### config.mk
export PLATFORM = sky130hd
export DESIGN_NAME = pbb_bridge
export DESIGN_NICKNAME = d
export VERILOG_FILES = /design/src/rtl/pbb_pkg.sv /design/src/rtl/pbb_front.sv /design/src/rtl/pbb_seq.sv /design/src/rtl/pbb_decode.sv /design/src/rtl/pbb_bridge.sv
export SDC_FILE = /design/constraint.sdc
export NUM_CORES = 1
export LEC_CHECK = 0
export BUFFER_PORTS_ARGS = -buffer_cell sky130_fd_sc_hd__buf_2
export CORE_UTILIZATION = 46
export CTS_CLUSTER_SIZE = 14
export DETAILED_ROUTE_END_ITERATION = 10
export PLACE_DENSITY = 0.91
export SLEW_MARGIN = 20
export SYNTH_ARGS = -nofsm -noshare
export SYNTH_HDL_FRONTEND = slang
export SYNTH_SLANG_ARGS = --single-unit
### constraint.sdc
create_clock -name clk -period 2 [get_ports clk]
set_input_delay 0.4 -clock clk [delete_from_list [all_inputs] [get_ports clk]]
set_output_delay 0.4 -clock clk [all_outputs]
set_load 0.02 [all_outputs]
### src/rtl/pbb_pkg.sv
// Package: shared types for the bus bridge.
// Assumes: both buses run on one clock; no error or split responses.
package pbb_pkg;

    // Downstream access phase
    typedef enum logic [1:0] {
        PH_IDLE   = 2'd0,
        PH_SETUP  = 2'd1,
        PH_ENABLE = 2'd2
    } phase_e;

    // Upstream data-phase slot state
    typedef enum logic [1:0] {
        SLOT_EMPTY = 2'd0,   // no data phase outstanding
        SLOT_WAIT  = 2'd1,   // data phase open, not yet launched downstream
        SLOT_RDISS = 2'd2    // read launched, waiting for its enable cycle
    } slot_e;

    // Transfer types with bit 1 set request a transfer
    function automatic logic trans_requests(input logic [1:0] trans);
        return trans[1];
    endfunction

endpackage

### src/rtl/pbb_front.sv
// Module: upstream front end.
// Accepts address phases and keeps them in one pending address register.
// Decides upstream ready for the open data phase and asks the sequencer
// to launch. Assumes the sequencer can take a new access when it is
// idle or in its enable cycle.
module pbb_front
    import pbb_pkg::*;
#(
    parameter int ADDR_W = 32
) (
    input  logic              clk,
    input  logic              rst_n,
    input  logic              up_sel,
    input  logic [1:0]        up_trans,
    input  logic              up_write,
    input  logic [ADDR_W-1:0] up_addr,
    input  logic              seq_free,
    input  logic              seq_enable,
    output logic              up_ready,
    output logic              launch,
    output logic [ADDR_W-1:0] req_addr,
    output logic              req_write,
    output logic              rd_done,
    output slot_e             slot
);

    slot_e             slot_q;
    logic [ADDR_W-1:0] addr_q;
    logic              write_q;
    logic              accept;

    // Ready for the data phase that is currently open
    always_comb begin
        case (slot_q)
            SLOT_WAIT:  up_ready = write_q & seq_free;
            SLOT_RDISS: up_ready = seq_enable;
            default:    up_ready = 1'b1;
        endcase
    end

    // Address phase acceptance and launch request
    always_comb begin
        accept  = up_sel & trans_requests(up_trans) & up_ready;
        launch  = (slot_q == SLOT_WAIT) & seq_free;
        rd_done = (slot_q == SLOT_RDISS) & seq_enable;
    end

    // Slot state and pending address register
    always_ff @(posedge clk) begin
        if (!rst_n) begin
            slot_q  <= SLOT_EMPTY;
            addr_q  <= '0;
            write_q <= 1'b0;
        end else if (up_ready) begin
            slot_q <= accept ? SLOT_WAIT : SLOT_EMPTY;
            if (accept) begin
                addr_q  <= up_addr;
                write_q <= up_write;
            end
        end else if (launch) begin
            slot_q <= SLOT_RDISS;
        end
    end

    assign req_addr  = addr_q;
    assign req_write = write_q;
    assign slot      = slot_q;

    // a stall only happens while a data phase is open
    p_stall_open_r8: assert property (@(posedge clk) disable iff (!rst_n)
        !up_ready |-> (slot_q != SLOT_EMPTY));

    // a launched read completes in the cycle ready rises
    p_read_holds_r7: assert property (@(posedge clk) disable iff (!rst_n)
        (slot_q == SLOT_RDISS && !up_ready) |=> (slot_q == SLOT_RDISS));

endmodule

### src/rtl/pbb_seq.sv
// Module: downstream access sequencer.
// Runs idle, setup and enable phases and holds the active address,
// direction and write data. Assumes launch is only raised while it is
// idle or in its enable cycle.
module pbb_seq
    import pbb_pkg::*;
#(
    parameter int ADDR_W = 32,
    parameter int DATA_W = 32
) (
    input  logic              clk,
    input  logic              rst_n,
    input  logic              launch,
    input  logic [ADDR_W-1:0] req_addr,
    input  logic              req_write,
    input  logic [DATA_W-1:0] wdata_in,
    output phase_e            phase,
    output logic [ADDR_W-1:0] addr_q,
    output logic              write_q,
    output logic [DATA_W-1:0] wdata_q,
    output logic              enable,
    output logic              seq_free,
    output logic              seq_enable
);

    phase_e phase_q;

    // Phase sequencing: setup always leads to enable
    always_ff @(posedge clk) begin
        if (!rst_n) begin
            phase_q <= PH_IDLE;
        end else begin
            case (phase_q)
                PH_SETUP: phase_q <= PH_ENABLE;
                default:  phase_q <= launch ? PH_SETUP : PH_IDLE;
            endcase
        end
    end

    // Active access registers, loaded only at launch
    always_ff @(posedge clk) begin
        if (!rst_n) begin
            addr_q  <= '0;
            write_q <= 1'b0;
            wdata_q <= '0;
        end else if (launch) begin
            addr_q  <= req_addr;
            write_q <= req_write;
            if (req_write) begin
                wdata_q <= wdata_in;
            end
        end
    end

    // Phase decode for the front end and the port
    always_comb begin
        enable     = (phase_q == PH_ENABLE);
        seq_enable = (phase_q == PH_ENABLE);
        seq_free   = (phase_q == PH_IDLE) | (phase_q == PH_ENABLE);
    end

    assign phase = phase_q;

    // enable only follows a setup cycle
    p_enable_after_setup_r3: assert property (@(posedge clk) disable iff (!rst_n)
        enable |-> $past(phase_q == PH_SETUP));

    // no two consecutive enable cycles
    p_no_enable_pair_r3: assert property (@(posedge clk) disable iff (!rst_n)
        enable |=> !enable);

    // control and data stay put from setup into enable
    p_hold_ctrl_r4: assert property (@(posedge clk) disable iff (!rst_n)
        (phase_q == PH_ENABLE) |-> ($stable(addr_q) && $stable(write_q) && $stable(wdata_q)));

endmodule

### src/rtl/pbb_decode.sv
// Module: peripheral region decoder.
// Turns the region field into one select per peripheral while an access
// is active. Assumes NUM_PERIPH fits in the region field.
module pbb_decode #(
    parameter int SEL_W      = 4,
    parameter int NUM_PERIPH = 4
) (
    input  logic [SEL_W-1:0]      region,
    input  logic                  active,
    output logic [NUM_PERIPH-1:0] sel,
    output logic                  hit
);

    localparam logic [SEL_W:0] LIMIT = (SEL_W+1)'(NUM_PERIPH);

    // Region lies inside the mapped range
    always_comb begin
        hit = ({1'b0, region} < LIMIT);
    end

    // One compare per peripheral
    for (genvar i = 0; i < NUM_PERIPH; i++) begin : g_sel
        assign sel[i] = active & (region == SEL_W'(i));
    end

endmodule

### src/rtl/pbb_bridge.sv
// Module: top of the pipelined-to-peripheral bus bridge.
// Links the upstream front end, the access sequencer and the region
// decoder. Read data goes to the upstream bus with no register stage.
// Assumes one shared clock and a single upstream master.
module pbb_bridge
    import pbb_pkg::*;
#(
    parameter int ADDR_W     = 32,
    parameter int DATA_W     = 32,
    parameter int NUM_PERIPH = 4,
    parameter int SEL_LSB    = 12,
    parameter int SEL_W      = 4
) (
    input  logic                  clk,
    input  logic                  rst_n,
    input  logic                  up_sel,
    input  logic [1:0]            up_trans,
    input  logic                  up_write,
    input  logic [ADDR_W-1:0]     up_addr,
    input  logic [DATA_W-1:0]     up_wdata,
    output logic                  up_ready,
    output logic [DATA_W-1:0]     up_rdata,
    output logic [ADDR_W-1:0]     dn_addr,
    output logic [NUM_PERIPH-1:0] dn_sel,
    output logic                  dn_enable,
    output logic                  dn_write,
    output logic [DATA_W-1:0]     dn_wdata,
    input  logic [DATA_W-1:0]     dn_rdata
);

    logic              launch;
    logic [ADDR_W-1:0] req_addr;
    logic              req_write;
    logic              rd_done;
    logic              seq_free;
    logic              seq_enable;
    logic              hit;
    slot_e             slot;
    phase_e            phase;

    pbb_front #(.ADDR_W(ADDR_W)) u_front (
        .clk        (clk),
        .rst_n      (rst_n),
        .up_sel     (up_sel),
        .up_trans   (up_trans),
        .up_write   (up_write),
        .up_addr    (up_addr),
        .seq_free   (seq_free),
        .seq_enable (seq_enable),
        .up_ready   (up_ready),
        .launch     (launch),
        .req_addr   (req_addr),
        .req_write  (req_write),
        .rd_done    (rd_done),
        .slot       (slot)
    );

    pbb_seq #(.ADDR_W(ADDR_W), .DATA_W(DATA_W)) u_seq (
        .clk        (clk),
        .rst_n      (rst_n),
        .launch     (launch),
        .req_addr   (req_addr),
        .req_write  (req_write),
        .wdata_in   (up_wdata),
        .phase      (phase),
        .addr_q     (dn_addr),
        .write_q    (dn_write),
        .wdata_q    (dn_wdata),
        .enable     (dn_enable),
        .seq_free   (seq_free),
        .seq_enable (seq_enable)
    );

    pbb_decode #(.SEL_W(SEL_W), .NUM_PERIPH(NUM_PERIPH)) u_decode (
        .region (dn_addr[SEL_LSB +: SEL_W]),
        .active (phase != PH_IDLE),
        .sel    (dn_sel),
        .hit    (hit)
    );

    // Upstream read data: passed through only when a mapped read completes
    always_comb begin
        up_rdata = (rd_done && hit) ? dn_rdata : '0;
    end

    // read completion coincides with a downstream read enable cycle
    p_ready_read_r7: assert property (@(posedge clk) disable iff (!rst_n)
        (slot == SLOT_RDISS && up_ready) |-> (dn_enable && !dn_write));

    // no select while the sequencer is idle
    p_idle_nosel_r9: assert property (@(posedge clk) disable iff (!rst_n)
        (phase == PH_IDLE) |-> (dn_sel == '0));

    // at most one select at a time
    p_sel_onehot_r5: assert property (@(posedge clk) disable iff (!rst_n)
        $onehot0(dn_sel));

endmodule

==> run summary <==
sequential area share after synthesis: 0.482
number of remaining DRC errors: 15
wire length per cell: 13.2 um
period utilization: 0.956
main flop type after synthesis: dfxtp_1
commonest cells in the netlist: nand2_1, dfxtp_1, a21boi_0, and2_1, mux2i_1
I/O pin cnt: 205
Post-Syn Area per Cell: 8.57 um^2
largest family of logic cells by synthesized area: simple AND/OR/NAND/NOR gates
reg-to-reg endpoint: u_front.req_addr[23]$_SDFFE_PN0P_
Peak VDD IR: 537 uV
first-pass GRT wire length: 16900 um
DP Wirelength: 7640 um
vias in the first global route: 3661
CP Max Fanout: 8
Post-Synth Adder-Cell Area: 0.00591
reg2reg start: u_front.slot[1]$_SDFFE_PN0P_
Final ANT Viol Nets: 0
Yosys reg bits: 102
Num CTS Buffers: 9
Slew HR: 0.788
Yosys cell types: 33
MaxCap Viol Count: 0
Synth Area in XOR/XNOR: 0
layout cell share with drive strength beyond 1: 0.354
Pleak: 2.58 nW
clock root buffer: clkbuf_8
clk_lat worst skew: 0.35 ns
Warnings, synthesis: 0
remaining global-route overflow: 0
mux share of post-synthesis cell area: 0.0780
WP data required: 1.60 ns
Setup Skew: 0.00988 ns
final core utilization: 0.635
gpl congestion: 0.875
cells after synthesis: 494
Worst setup EP type: output port
Switching Fraction: 0.227
initial DRC count: 127
synthesized area: 4230 um^2
Switch Pwr: 0.000866 W
failing checks: design-rule violations
final hold slack: 0.279 ns
pin count of the biggest net entering global routing: 75
post-layout min period: 1.91 ns
placed insts: 779
Rows: 34
Placeable Area: 8810 um^2
Via Count: 3934
Synth-to-Final Area Change: 32.0%
Comb power frac: 0.089
HP Class: in -> reg
leading area contributor after synthesis: dfxtp_1
worst slew pin tran: 0.318 ns
maximum clock path buffer count: 2
Slew Limit Fails: 0
most common cell in the netlist: nand2_1
number of flops mapped to enable cells by yosys: 0
Power Dens Cells: 683 nW/um^2
CP Capture Point: up_rdata[26]
Crit Path Class: reg -> out
Total GRT Usage: 0.219
status: finished with violations
Mapped Nets: 598
Synth top area share: 0.482
Post-layout nets: 792
Post-Synth Simple-Gate Area: 0.243
CP arrival: 1.51 ns
Die W: 97.9 um
vias per cell: 4.92
Die ar.: 9590 um^2
Port Buffers: 203
CTS tree: done
antenna violations before repair: 0
Power, Total: 0.00382 W
top cells by area, synth: dfxtp_1, nand2_1, a21boi_0
Non-Filler Instances: 800
final WL: 10500 um
DRT Pass-1 Iters: 8
crit path launch: u_front.slot[0]$_SDFFE_PN0P_
Worst Setup Slack, final: 0.0878 ns
CTS clk-pin slew, worst paths: 0.10 ns
post-synthesis compound-gate area fraction: 0.133
Reg power frac: 0.552
setup violators final: 0
R2R depth: 7
DP Worst Slack: -0.0959 ns
setup slack, reg-to-reg: 0.26 ns
cell-internal power: 0.00295 W
fmax: 0.523 GHz
Ant. Diodes: 0
# H-tree levels: 3
Clock power frac: 0.359
endpoints failing hold: 0
Die Y: 97.9 um
asr flop ratio synth: 0
CP startpoint kind: flop
initial core utilization: 0.481
RSZ-0062 raised after global routing: false
clk sinks: 102
## through the flow
| step | instance area, um^2 | TNS (ns) |
|---|---|---|
| floorplan | 4230 | 0 |
| global placement | 5280 | 0 |
| detailed placement | 5280 | -1.54 |
| CTS | 5540 | 0 |
| global route | 5590 | 0 |
| finish | 5590 | 0 |
## logic make-up (layout without fill, tap and decap cells)
| kind of cell | Yosys count | in the layout |
|---|---|---|
| compound gates | 74 | 74 |
| fa+ha+maj | 2 | 2 |
| buf+inv | 41 | 236 |
| flops | 102 | 102 |
| mux | 33 | 33 |
| simple gates | 242 | 245 |
## sequential cells by signal (all words and copies together) (netlist names)
| signal | count |
|---|---|
| u_front.req_addr | 32 |
| u_front.req_write | 1 |
| u_front.slot | 2 |
| u_seq.addr_q | 32 |
| u_seq.phase | 2 |
| u_seq.wdata_q | 32 |
| u_seq.write_q | 1 |
## per-layer routing
layer	global-route usage	vias up	part of all wire
li1	-	1965	-
met1	0.262	1817	0.44
met2	0.375	131	0.48
met3	0.0565	21	0.065
met4	0.0828	0	0.020
met5	0	-	0
## worst min path at each step
stage	from	endpoint	slack [ns]	cells past startpoint
2_1_floorplan	u_front.req_addr[0]$_SDFFE_PN0P_	u_front.req_addr[0]$_SDFFE_PN0P_	0.43	2
3_3_place_gp	u_seq.wdata_q[29]$_SDFFE_PN0P_	u_seq.wdata_q[29]$_SDFFE_PN0P_	0.44	2
3_5_place_dp	u_seq.wdata_q[3]$_SDFFE_PN0P_	u_seq.wdata_q[3]$_SDFFE_PN0P_	0.44	2
4_1_cts	up_wdata[3]	u_seq.wdata_q[3]$_SDFFE_PN0P_	0.25	3
5_1_grt	up_wdata[6]	u_seq.wdata_q[6]$_SDFFE_PN0P_	0.25	3
6_report	up_addr[10]	u_front.req_addr[10]$_SDFFE_PN0P_	0.28	3
## power groups by stage
stage / combinational (W) / clock [W] / sequential, W
after floorplan: 0.000185 / 0 / 0.00216
after global placement: 0.000327 / 0 / 0.00215
after detailed placement: 0.000336 / 0 / 0.00215
after CTS: 0.000340 / 0.00143 / 0.00210
after global routing: 0.000374 / 0.00151 / 0.00211
final: 0.000341 / 0.00137 / 0.00210
## placed cells by master, fill, tap and decap left out, types with 2 or more instances in the layout
cell type / instances
clkbuf_8: 9
nor3b_1: 3
a21boi_0: 53
dfxtp_1: 101
buf_2: 199
and2_1: 33
bufinv_16: 2
nand2_1: 195
inv_1: 2
a21boi_1: 11
mux2i_1: 33
buf_12: 2
clkinvlp_4: 2
buf_4: 17
and3_4: 4
## critical path, stage by stage (launching register included)
cell     delay [ns]
dfxtp_1        0.37
inv_2          0.07
ha_4           0.19
and3_4         0.20
and2_1         0.18
buf_4          0.16
## timing repair
item	CTS	global route
hold buffers	0	0
setup buffers	1	2
setup endpoints to repair	33	35
hold endpoints to repair	0	0
pin swaps	1	1
gates resized for setup	9	9
gates cloned	2	1
## cell type report
class	count	area [um^2]
fill	801	3220
sequential	102	2040
multi-input combinational	354	2020
timing repair buffer	218	1160
tap	108	135
clock buffer	10	128
clock inverter	5	83.8
inverter	3	11.3
Note: power is estimated with default switching activity, not from simulation.
